[src/rtl/scfg_pkg.sv]
package scfg_pkg;

    typedef enum logic [2:0] {
        ST_IDLE    = 3'd0,
        ST_WR_CTRL = 3'd1,
        ST_WR_DIV  = 3'd2,
        ST_RD_CTRL = 3'd3,
        ST_RD_DIV  = 3'd4,
        ST_WR_RD   = 3'd5
    } acc_state_t;

    // Field order matches the bus bit positions 6..0.
    typedef struct packed {
        logic       sync_mode;
        logic [1:0] parity;
        logic       two_stop;
        logic [1:0] size_lo;
        logic       clk_pol;
    } frame_cfg_t;

    localparam frame_cfg_t FRAME_CFG_RESET = '{
        sync_mode: 1'b0,
        parity:    2'b00,
        two_stop:  1'b0,
        size_lo:   2'b11,
        clk_pol:   1'b0
    };

    localparam int REG_W   = 8;
    localparam int SEL_BIT = REG_W - 1;

endpackage

[src/rtl/scfg_access_fsm.sv]
module scfg_access_fsm
    import scfg_pkg::*;
#(
    parameter int              ADDR_W      = 6,
    parameter logic [ADDR_W-1:0] SHARED_ADDR = 6'h20
) (
    input  logic              clk,
    input  logic              rst_n,
    input  logic [ADDR_W-1:0] addr,
    input  logic              wr_en,
    input  logic              rd_en,
    input  logic              sel_bit,
    input  logic              div_qual,
    output logic              ctrl_we,
    output logic              div_we,
    output logic              rd_take,
    output logic              rd_div,
    output logic              rd_valid
);

    acc_state_t state_q, state_d;
    logic       hit;

    assign hit = (addr == SHARED_ADDR);

    // Next-state classification of the current bus cycle.
    always_comb begin
        state_d = ST_IDLE;
        if (hit && wr_en && rd_en) begin
            state_d = ST_WR_RD;
        end else if (hit && wr_en) begin
            state_d = sel_bit ? ST_WR_CTRL : ST_WR_DIV;
        end else if (hit && rd_en) begin
            state_d = div_qual ? ST_RD_DIV : ST_RD_CTRL;
        end
    end

    // State register.
    always_ff @(posedge clk or negedge rst_n) begin
        if (!rst_n) state_q <= ST_IDLE;
        else        state_q <= state_d;
    end

    // Strobes act at the edge that enters the state.
    always_comb begin
        ctrl_we = 1'b0;
        div_we  = 1'b0;
        rd_take = 1'b0;
        rd_div  = div_qual;
        unique case (state_d)
            ST_IDLE:    ;
            ST_WR_CTRL: ctrl_we = 1'b1;
            ST_WR_DIV:  div_we  = 1'b1;
            ST_RD_CTRL: rd_take = 1'b1;
            ST_RD_DIV:  rd_take = 1'b1;
            ST_WR_RD: begin
                rd_take = 1'b1;
                ctrl_we = sel_bit;
                div_we  = !sel_bit;
            end
            default: ;
        endcase
    end

    // Outputs decoded from the registered state.
    always_comb begin
        unique case (state_q)
            ST_RD_CTRL, ST_RD_DIV, ST_WR_RD: rd_valid = 1'b1;
            default:                         rd_valid = 1'b0;
        endcase
    end

endmodule

[src/rtl/scfg_regs.sv]
module scfg_regs
    import scfg_pkg::*;
#(
    parameter int DIV_HI_W = 4
) (
    input  logic                clk,
    input  logic                rst_n,
    input  logic [REG_W-1:0]    wdata,
    input  logic                ctrl_we,
    input  logic                div_we,
    input  logic                rd_take,
    input  logic                rd_div,
    output frame_cfg_t          ctrl,
    output logic [DIV_HI_W-1:0] div_q,
    output logic [REG_W-1:0]    rdata
);

    localparam int PAD_W = REG_W - DIV_HI_W;

    frame_cfg_t          ctrl_q;
    logic [DIV_HI_W-1:0] div_r;
    logic [REG_W-1:0]    rdata_q;
    logic [REG_W-1:0]    rd_mux;

    always_ff @(posedge clk or negedge rst_n) begin
        if (!rst_n)       ctrl_q <= FRAME_CFG_RESET;
        else if (ctrl_we) ctrl_q <= frame_cfg_t'(wdata[SEL_BIT-1:0]);
    end

    always_ff @(posedge clk or negedge rst_n) begin
        if (!rst_n)      div_r <= '0;
        else if (div_we) div_r <= wdata[DIV_HI_W-1:0];
    end

    // Select bit reads back as one; unused divisor bits read as zero.
    always_comb begin
        if (rd_div) rd_mux = {{PAD_W{1'b0}}, div_r};
        else        rd_mux = {1'b1, ctrl_q};
    end

    // Capture the value before a same-cycle write.
    always_ff @(posedge clk or negedge rst_n) begin
        if (!rst_n)       rdata_q <= '0;
        else if (rd_take) rdata_q <= rd_mux;
    end

    assign ctrl  = ctrl_q;
    assign div_q = div_r;
    assign rdata = rdata_q;

endmodule

[src/rtl/scfg_size_decode.sv]
module scfg_size_decode (
    input  logic       size_hi,
    input  logic [1:0] size_lo,
    output logic [3:0] data_bits,
    output logic       reserved
);

    logic [2:0] code;
    assign code = {size_hi, size_lo};

    always_comb begin
        reserved  = 1'b0;
        data_bits = 4'd8;
        unique case (code)
            3'b000: data_bits = 4'd5;
            3'b001: data_bits = 4'd6;
            3'b010: data_bits = 4'd7;
            3'b011: data_bits = 4'd8;
            3'b111: data_bits = 4'd9;
            default: reserved = 1'b1;
        endcase
    end

endmodule

[src/rtl/scfg_shared_reg.sv]
module scfg_shared_reg
    import scfg_pkg::*;
#(
    parameter int                ADDR_W      = 6,
    parameter logic [ADDR_W-1:0] SHARED_ADDR = 6'h20,
    parameter int                DIV_HI_W    = 4
) (
    input  logic                clk,
    input  logic                rst_n,
    input  logic [ADDR_W-1:0]   bus_addr,
    input  logic                bus_wr,
    input  logic                bus_rd,
    input  logic [7:0]          bus_wdata,
    input  logic                div_rd_qual,
    input  logic                size_hi,
    output logic [7:0]          bus_rdata,
    output logic                bus_rvalid,
    output logic                cfg_sync_mode,
    output logic [1:0]          cfg_parity_mode,
    output logic                cfg_parity_en,
    output logic                cfg_parity_odd,
    output logic                cfg_two_stop,
    output logic [1:0]          cfg_size_lo,
    output logic                cfg_clk_pol,
    output logic [3:0]          cfg_data_bits,
    output logic                cfg_error,
    output logic [DIV_HI_W-1:0] div_hi
);

    logic       ctrl_we, div_we, rd_take, rd_div;
    frame_cfg_t ctrl;

    scfg_access_fsm #(
        .ADDR_W      (ADDR_W),
        .SHARED_ADDR (SHARED_ADDR)
    ) u_fsm (
        .clk      (clk),
        .rst_n    (rst_n),
        .addr     (bus_addr),
        .wr_en    (bus_wr),
        .rd_en    (bus_rd),
        .sel_bit  (bus_wdata[SEL_BIT]),
        .div_qual (div_rd_qual),
        .ctrl_we  (ctrl_we),
        .div_we   (div_we),
        .rd_take  (rd_take),
        .rd_div   (rd_div),
        .rd_valid (bus_rvalid)
    );

    scfg_regs #(
        .DIV_HI_W (DIV_HI_W)
    ) u_regs (
        .clk     (clk),
        .rst_n   (rst_n),
        .wdata   (bus_wdata),
        .ctrl_we (ctrl_we),
        .div_we  (div_we),
        .rd_take (rd_take),
        .rd_div  (rd_div),
        .ctrl    (ctrl),
        .div_q   (div_hi),
        .rdata   (bus_rdata)
    );

    scfg_size_decode u_size (
        .size_hi   (size_hi),
        .size_lo   (ctrl.size_lo),
        .data_bits (cfg_data_bits),
        .reserved  (cfg_error)
    );

    // Parity: 10 even, 11 odd, 00 and reserved 01 disabled.
    assign cfg_parity_en   = ctrl.parity[1];
    assign cfg_parity_odd  = ctrl.parity[1] & ctrl.parity[0];
    assign cfg_parity_mode = ctrl.parity;
    assign cfg_sync_mode   = ctrl.sync_mode;
    assign cfg_two_stop    = ctrl.two_stop;
    assign cfg_size_lo     = ctrl.size_lo;
    assign cfg_clk_pol     = ctrl.clk_pol;

endmodule

[config.mk]
export PLATFORM = sky130hd
export DESIGN_NAME = scfg_shared_reg
export DESIGN_NICKNAME = d
export VERILOG_FILES = /design/src/rtl/scfg_pkg.sv /design/src/rtl/scfg_access_fsm.sv /design/src/rtl/scfg_regs.sv /design/src/rtl/scfg_size_decode.sv /design/src/rtl/scfg_shared_reg.sv
export SDC_FILE = /design/constraint.sdc
export NUM_CORES = 1
export LEC_CHECK = 0
export BUFFER_PORTS_ARGS = -buffer_cell sky130_fd_sc_hd__clkbuf_2
export CAP_MARGIN = 10
export CORE_UTILIZATION = 49
export DETAILED_ROUTE_END_ITERATION = 10
export MAX_ROUTING_LAYER = met4
export PLACE_DENSITY = 0.85
export SYNTH_ARGS = -nofsm -noshare
export SYNTH_HDL_FRONTEND = slang
export SYNTH_HIERARCHICAL = 1
export SYNTH_SLANG_ARGS = --single-unit
[constraint.sdc]
create_clock -name clk -period 1.45 [get_ports clk]
set_input_delay 0.2175 -clock clk [delete_from_list [all_inputs] [get_ports clk]]
set_output_delay 0.2175 -clock clk [all_outputs]
set_load 0.02 [all_outputs]
* Yosys cells after proc, flatten, opt, wreduce, memory -nomap -nowiden
Cells that the tools add are included.
Word-level totals: memory bits (writable) 0, output and inout bits 27, flip-flop bits (word level) 22, word-level logic and storage cells 42, memories kept 0, memory bits (read-only) 0, input bits 20, bits in latches 0
Cells by class: shifts and indexed selects 0, order comparisons 0, muxes and demuxes 12, reduce and logical (&&, ||, !) cells 8, multipliers 0, equality and inequality tests 13, bitwise gates (word level) 1, divide/modulo/power cells 0, $add $sub $neg 0
Operators by type and width (number):
- one-hot mux 4 bit (4 select lines) | 1
- == test 3 x 2 -> 1 bit (second input constant) | 5
- == test 3 bit (second input constant) | 5
- 2-to-1 mux 3 bit | 4
- 2-to-1 mux 8 bit | 1
- == test 3 x 1 -> 1 bit (second input constant) | 2
- == test 6 bit (second input constant) | 1
- OR reduction 3 bit | 2
- OR reduction 5 bit | 1
- one-hot mux 1 bit (2 select lines) | 2
- logical AND 1 bit | 3
- logical NOT 3 bit | 1
- 2-to-1 mux 1 bit | 3
- 2-to-1 mux 2 bit | 1
- bitwise AND 1 bit | 1
- logical NOT 1 bit | 1

* Depth between registers and ports, before layout
Gate-level depths: netlist of run 1.
depth after elaboration 8, depth in mapped cells 7

* By module
The synthesis of run 1 kept the hierarchy.
By module, submodules not included:
- scfg_regs | times used 1, cells each 57, sequential area each 478.0 µm², area an instance 814.5 µm²
- scfg_access_fsm | times used 1, cells each 21, sequential area each 75.1 µm², area an instance 207.7 µm²
- scfg_size_decode | times used 1, cells each 7, sequential area each 0.0 µm², area an instance 38.8 µm²
- scfg_shared_reg | times used 1, cells each 2, sequential area each 0.0 µm², area an instance 13.8 µm²

* Least setup slack after synthesis of run 1
No wires, ideal clock.
path kind in2reg, start point input port bus_addr[4], end point register u_regs.div_r[0] (netlist: u_regs/div_q[0]), stages on the path 4, path buffers 1, data arrival time 1.769 ns, setup slack -0.447 ns, library setup time 0.127 ns, required time 1.323 ns, path through or4b_1 buf_2 nor4_1 mux2_1
On the way: word-level cells in the longest chain between the ends 7
RTL lines:
- start, declared | RTL line scfg_shared_reg.sv:10 | input logic [ADDR_W-1:0] bus_addr,
- == test 6 bit (*) | RTL line scfg_access_fsm.sv:24 | assign hit = (addr == SHARED_ADDR);
- logical AND 1 bit | RTL line scfg_access_fsm.sv:33 | end else if (hit && rd_en) begin
- 2-to-1 mux 3 bit | RTL line scfg_access_fsm.sv:33
- 2-to-1 mux 3 bit | RTL line scfg_access_fsm.sv:31 | end else if (hit && wr_en) begin
- 2-to-1 mux 3 bit (*) | RTL line scfg_access_fsm.sv:29 | if (hit && wr_en && rd_en) begin
- == test 3 bit / == test 3 x 2 -> 1 bit (equally long branches) | RTL line scfg_access_fsm.sv:50 | unique case (state_d)
- one-hot mux 1 bit (2 select lines) (*) | RTL line scfg_access_fsm.sv:50
- named net div_we | RTL line scfg_shared_reg.sv:30 | logic ctrl_we, div_we, rd_take, rd_div;
- end signal, assigned | RTL line scfg_regs.sv:32 | else if (div_we) div_r <= wdata[DIV_HI_W-1:0];
- end, declared | RTL line scfg_regs.sv:21 | logic [DIV_HI_W-1:0] div_r;
Mark *: on every way through the listed nets, which the timed path passes. The rest lies on a longest branch. A chain may end at the register's enable or synchronous reset.

* Worst setup path after layout of run 1
start point register u_regs.ctrl_q (netlist bit u_regs/ctrl[1]), end point output port cfg_data_bits[1]
On the way: word-level cells in the longest chain between the ends 2
RTL lines:
- start, declared | RTL line scfg_regs.sv:20 | frame_cfg_t ctrl_q;
- start signal, assigned | RTL line scfg_regs.sv:27 | else if (ctrl_we) ctrl_q <= frame_cfg_t'(wdata[SEL_BIT-1:0]);
- == test 3 bit, or another cell as far along | RTL line scfg_size_decode.sv:14 | unique case (code)
- one-hot mux 4 bit (4 select lines) (*) | RTL line scfg_size_decode.sv:14
- end, declared | RTL line scfg_shared_reg.sv:25 | output logic [3:0] cfg_data_bits,
Every way passes the cells marked *; elsewhere a longest branch is shown, timed or not.

==> results.sh, run 1 <==
export IMPL_min_delay_start="bus_wdata[5]"
export IMPL_worstSetupPathType="flip-flop to output port"
export IMPL_ys_top_cells_by_count="dfrtp_1, mux2_4, mux2i_1"
export IMPL_dr_pass1_iters=4
export IMPL_yosysMostFrequentCell="dfrtp_1"
export IMPL_worstPathCellList="xnor2_1 > nor2_1 > buf_4"
export IMPL_wl_per_cell_um=15.7
export IMPL_worst_setup_path_start_kind="flip-flop"
export IMPL_cp_slowest_cell="dfstp_2"
export IMPL_ant_nets=0
export IMPL_status="finished, violations left"
export IMPL_overflow=0
export IMPL_die_area_um2=2380
export IMPL_setup_slack_ps=-88.2
export IMPL_synth_seq_cells=22
export IMPL_min_path_cells=2
export IMPL_critPathMaxFanout=7
export IMPL_yosysSeqAreaShare_pct=51.5
export IMPL_wl_um=2610
export IMPL_grt_usage_pct=25.0
export IMPL_hold_class="primary input to flip-flop"
export IMPL_hpwlAfterDp_um=1790
export IMPL_avgViaCountPerCell=5.45
export IMPL_crit_family="flip-flops"
export IMPL_fmax_ghz=0.650
export IMPL_htreeDepth=1
export IMPL_period_needed_ps=1540
export IMPL_drt_first_iter_violations=8
export IMPL_numClockSinks=22
export IMPL_r2r_start="u_regs/ctrl[2]"
export IMPL_grt_pass1_vias=899
export IMPL_cap_violations=0
export IMPL_cts_root_buf="clkbuf_4"
export IMPL_synth_area_leaders="dfrtp_1, mux2_4, mux2i_1"
export IMPL_yosysTopAreaCell="dfrtp_1"
export IMPL_setup_viol=3
export IMPL_hold_viol_final=0
export IMPL_ff2ff_setup_slack_ps=400
export IMPL_start_util_pct=53.7
export IMPL_synth_area_um2=1070
export IMPL_drive_above_1_share_pct=53.2
export IMPL_p_leak_nw=0.733
export IMPL_io_buffers=46
export IMPL_yosysTopAreaCellShare_pct=46.6
export IMPL_diodes=0
export IMPL_cts_buffers=3
export IMPL_core_area_um2=2000
export IMPL_required_ps=1230
export IMPL_num_vias=904
export IMPL_finalSetupTns_ps=-116
export IMPL_max_stage_delay_ps=630
export IMPL_violations="setup timing"
export IMPL_critical_path_buf_inv_count=1
export IMPL_vdd_drop_max_mv=0.563
export IMPL_yosys_warnings=6
export IMPL_synth_edff_count=0
export IMPL_rsz0062_at_grt="yes"
export IMPL_cellPowerDensity_nw_per_um2=971
export IMPL_io_pins=47
export IMPL_cts_tree="done"
export IMPL_synth_nets=107
export IMPL_cts_reportedPaths_clkPinSlew_ps=120
export IMPL_grt_pass1_wl_um=4280
export IMPL_power_mw=1.39
export IMPL_slew_headroom_pct=63.0
export IMPL_worstRegToRegCells=3
export IMPL_ys_async_sr_fraction_pct=100
export IMPL_slew_violations=0
export IMPL_arrival_ps=1320
export IMPL_drc=0
export IMPL_ys_flop_type="dfrtp_1"
export IMPL_die_width_um=48.8
export IMPL_reg2reg_to="u_regs/rdata[2]"
export IMPL_crit_path_end_kind="output port"
export IMPL_fin_nets=160
export IMPL_die_y_um=48.8
export IMPL_skew_ps=2.66
export IMPL_cts_buffer_depth=2
export IMPL_syn_inst=87
export IMPL_worst_pin_slew_ps=555
export IMPL_ys_types=27
export IMPL_avgSynthCellArea_um2=12.4
export IMPL_antenna_found_initial=0
export IMPL_area_delta_synth_final_pct=33.5
export IMPL_period_share_pct=106
export IMPL_gp_congestion=0.793
export IMPL_hold_path_end="u_regs/ctrl[5]"
export IMPL_insertion_delay_ps=300
export IMPL_rows=16
export IMPL_grt_max_degree=23
## report_power, final
| part | switching, mW | internal [mW] | total [mW] | leakage (nW) |
|---|---|---|---|---|
| Clock | 0.174 | 0.107 | 0.281 | 0.0150 |
| Sequential | 0.0520 | 0.684 | 0.736 | 0.278 |
| Combinational | 0.227 | 0.150 | 0.376 | 0.440 |
| Total | 0.452 | 0.941 | 1.39 | 0.733 |
## how the worst max path moves through the flow
| stage | from | to | slack (ps) | cells past startpoint |
|---|---|---|---|---|
| after floorplan | bus_addr[4] | u_regs/div_q[0] | -250 | 4 |
| after global placement | bus_addr[4] | u_regs/div_q[2] | -310 | 4 |
| after detailed placement | bus_addr[4] | u_regs/div_q[1] | -380 | 4 |
| after CTS | u_regs/ctrl[1] | cfg_data_bits[0] | -40 | 3 |
| after global routing | u_regs/ctrl[1] | cfg_data_bits[1] | -130 | 3 |
| final | u_regs/ctrl[1] | cfg_data_bits[1] | -90 | 3 |
## routing by layer
layer	vias up	routed length [um]	track usage, %
met5	-	0	-
met4	0	78	11.3
li1	411	-	-
met3	8	159	4.67
met2	46	1330	40.7
met1	439	1030	30.2
## cells in the final DEF (no fill, tap or decap), types with 2 or more instances in the layout
master,Yosys,routed
a21oi_1,5,5
buf_2,1,2
buf_4,2,11
clkbuf_2,0,39
clkbuf_4,0,4
dfrtp_1,20,20
dfstp_2,2,2
inv_1,5,5
mux2_1,4,4
mux2_4,7,7
mux2i_1,6,6
nand2_1,2,2
nand2b_1,2,2
nand3b_1,3,3
nor2_1,5,5
nor4_4,0,2
o21ai_0,3,2
o21ai_1,3,4
or3b_2,2,2
## metrics by stage
step	worst slack [ps]	utilization [%]	hold slack, ps	instance area [um2]	cells
floorplan	-250	-	-78.1	1110	87
detailed placement	-378	67.3	229	1350	158
finish	-88.2	71.7	142	1440	166
CTS	-39.4	70.5	132	1410	165
global placement	-315	67.3	211	1350	158
global route	-126	71.7	129	1440	166
## state kept, by name (all words and copies together), names as in the netlist
signal         flops
u_regs/ctrl        7
u_fsm/state_q      3
u_regs/rdata       8
u_regs/div_q       4
## logic make-up after synthesis
family / share of synthesized area (%)
AND/OR/NAND/NOR: 11.9
flip-flops: 51.5
buffers and inverters: 8.15
AO/OA/AOI/OAI: 8.15
multiplexers: 19.6
XOR/XNOR: 0.815
## area by class of cell
type / instances / area [um2]
clock buffer: 4 / 26.3
fill: 155 / 567
inverter: 5 / 18.8
multi-input combinational: 53 / 488
sequential: 22 / 553
tap: 27 / 33.8
timing repair buffer: 55 / 315
## timing repair
action	CTS	global route
hold buffers	1	0
endpoints found under the hold margin	20	0
gates resized for setup	5	10
buffers inserted	2	0
gates cloned	0	1
pin swaps	2	1
setup endpoints to repair	11	8
## worst register-to-register path: stages (launching register included)
cell	delay, ps
dfstp_2	620
buf_4	150
mux2i_1	60
a21oi_1	150
(Power assumes the default switching activity.)
==> run 2: changes to the inputs <==
- PLACE_DENSITY: 0.85 -> 0.86
- SYNTH_HIERARCHICAL: 1 -> not set
==> run 2 against run 1 <==
  * The run still ends with setup timing left
  * Cell area decreased by 5.1%
  * Setup slack gained 77 ps
  * Via count decreased by 13%
  * Sequential share of layout area is 2.1 points higher
  * Clock-buffer cell count is the same
  * First-iteration DRC count decreased by 13%
  * Clock skew decreased by 1.6 ps
  * Largest power group unchanged
==> results.sh, run 2 <==
export IMPL_fin_nets=150
export IMPL_netSwitchingFraction_pct=27.2
export IMPL_violations="setup timing"
export IMPL_cts_tree="done"
export IMPL_final_common_cell="clkbuf_2"
export IMPL_avgViaCountPerCell=5.03
export IMPL_finalSetupTns_ps=-30.0
export IMPL_wl_um=2120
export IMPL_switchingPower_uw=340
export IMPL_largest_reg_flops=8
export IMPL_cap_violations=0
export IMPL_ys_top_cells_by_count="mux2_2, dfrtp_1, nand2_1, nor2b_1, a21oi_1"
export IMPL_ys_async_sr_fraction_pct=100
export IMPL_hpwlAfterDp_um=1560
export IMPL_power_internal_uw=912
export IMPL_setup_slack_ps=-11.0
export IMPL_worstSetupPathType="flip-flop to output port"
export IMPL_synth_area_leaders="dfrtp_1, mux2_2, dfstp_2"
export IMPL_grt_pass1_vias=708
export IMPL_setup_viol=3
export IMPL_period_share_pct=101
export IMPL_fin_area_um2=1360
export IMPL_skew_ps=1.10
export IMPL_slew_headroom_pct=64.5
export IMPL_num_vias=785
export IMPL_antenna_found_initial=0
export IMPL_drive_above_1_share_pct=65.1
export IMPL_yosys_warnings=0
export IMPL_avgSynthCellArea_um2=13.1
export IMPL_cts_reportedPaths_clkPinSlew_ps=120
export IMPL_seqPwrFrac_pct=54.2
export IMPL_io_buffers=46
export IMPL_area_delta_synth_final_pct=33.3
export IMPL_gp_congestion=0.752
export IMPL_insertion_delay_ps=300
export IMPL_fmax_ghz=0.684
export IMPL_ant_nets=0
export IMPL_combPwrFrac_pct=19.3
export IMPL_synth_edff_count=0
export IMPL_min_path_cells=2
export IMPL_crit_path_end_kind="output port"
export IMPL_yosysTopAreaCell="dfrtp_1"
export IMPL_hold_class="primary input to flip-flop"
export IMPL_cts_root_buf="clkbuf_4"
export IMPL_final_cell_mix="clkbuf_2, mux2_2, dfrtp_1"
export IMPL_overflow=0
export IMPL_yosysSeqAreaShare_pct=54.1
export IMPL_synth_seq_cells=22
export IMPL_yosysTopAreaCellShare_pct=49.0
export IMPL_die_width_um=47.7
export IMPL_critPathMaxFanout=5
export IMPL_slew_violations=0
export IMPL_wl_per_cell_um=13.6
export IMPL_dr_pass1_iters=4
export IMPL_cts_buffer_depth=2
export IMPL_diodes=0
export IMPL_cts_buffers=3
export IMPL_die_y_um=47.7
export IMPL_arrival_ps=1240
export IMPL_synth_nets=98
export IMPL_grt_usage_pct=19.4
export IMPL_hold_viol_final=0
export IMPL_cellPowerDensity_nw_per_um2=919
export IMPL_drc=0
export IMPL_p_leak_nw=0.740
export IMPL_worst_setup_path_start_kind="flip-flop"
export IMPL_worst_pin_slew_ps=532
export IMPL_io_pins=47
export IMPL_placed_area_um2=1270
export IMPL_drt_first_iter_violations=7
export IMPL_ys_flop_type="dfrtp_1"
export IMPL_grt_pass1_wl_um=2820
export IMPL_rows=16
export IMPL_yosysMostFrequentCell="mux2_2"
export IMPL_pwr_share_clk_pct=26.5
export IMPL_die_area_um2=2270
export IMPL_rsz0062_at_grt="yes"
export IMPL_start_util_pct=52.1
export IMPL_htreeDepth=1
export IMPL_status="finished, violations left"
export IMPL_numClockSinks=22
export IMPL_vdd_drop_max_mv=0.585
export IMPL_grt_max_degree=23
export IMPL_synth_area_um2=1020
export IMPL_worstRegToRegCells=3
export IMPL_core_area_um2=1960
export IMPL_required_ps=1230
export IMPL_syn_inst=78
export IMPL_ys_types=20
export IMPL_period_needed_ps=1460
==> run 2: cell count changes after synthesis, sizes merged, moves of 2 or more <==
cell     previous run  this run
nand2               2         5
o21ai               6         1
nand3b              3         0
nor2                5         3
inv                 5         3
nor4                3         1
or3b                2         0
nor2b               0         5
a2111oi             2         0
buf                 7         3
nand2b              2         0
mux2i               6         1
mux2               11        23
==> run 2: final timing paths <==
kind | startpoint | endpoint | slack (ps)
setup / recovery | u_regs.ctrl[2] | cfg_data_bits[2] | -10
hold / removal | bus_wdata[4] | u_regs.ctrl[4] | 140
setup reg to reg | u_regs.ctrl[2] | u_regs.rdata[2] | 270
hold reg to reg | u_regs.rdata[1] | u_regs.rdata[1] | 520
max in group asynchronous | rst_n | u_regs.ctrl[2] | 670
min in group asynchronous | rst_n | u_regs.rdata[1] | 410
==> run 2: per-layer routing <==
| metal | vias to the layer above | global-route usage (%) | wire, um |
|---|---|---|---|
| met1 | 379 | 18.0 | 808 |
| met5 | - | - | 0 |
| met2 | 34 | 34.8 | 1180 |
| li1 | 368 | - | - |
| met4 | 0 | 12.2 | 31 |
| met3 | 4 | 5.28 | 105 |
==> run 2: what timing repair did <==
item	in CTS	in global routing
endpoints found under the setup margin	4	4
hold buffers	1	0
hold endpoints to repair	20	0
pin swaps	3	0
setup buffers	2	0
resized for setup	3	10
==> run 2: area by class of cell <==
cell class	instances	area [um2]
Fill cell	152	599
Sequential cell	22	553
Multi-Input combinational cell	49	434
Timing Repair Buffer	51	294
Clock buffer	4	36.3
Tap cell	27	33.8
Inverter	3	11.3
==> run 2: logic make-up after synthesis <==
| logic type | Yosys count | synth area share (%) |
|---|---|---|
| XOR/XNOR | 1 | 0.857 |
| multiplexers | 24 | 26.3 |
| flip-flops | 22 | 54.1 |
| AO/OA/AOI/OAI | 5 | 2.45 |
| buffers and inverters | 7 | 4.41 |
| AND/OR/NAND/NOR | 19 | 11.9 |
==> run 2: metrics by stage <==
stage / util, % / total power, mW / setup WS (ps) / instances / hold slack, ps
after detailed placement: 64.6 / 0.911 / -66.4 / 149 / 221
after CTS: 68.5 / 1.26 / -44.2 / 156 / 135
after floorplan: - / 0.814 / 18.6 / 78 / -78.1
final: 69.5 / 1.25 / -11.0 / 156 / 140
after global placement: 64.6 / 0.903 / -41.6 / 149 / 210
after global routing: 69.5 / 1.32 / -101 / 156 / 128
==> run 2: worst max-delay path, stage by stage (launching register included) <==
cell,delay [ps]
dfstp_2,600
nand2_1,70
nand2_2,80
inv_1,50
clkbuf_8,140
==> run 2: power groups by stage <==
stage               registers [mW]  logic, mW  clock network (mW)
CTS                          0.678      0.235               0.343
detailed placement           0.691      0.220                   0
global placement             0.689      0.214                   0
finish                       0.679      0.241               0.332
global route                 0.683      0.264               0.368
floorplan                    0.728     0.0858                   0
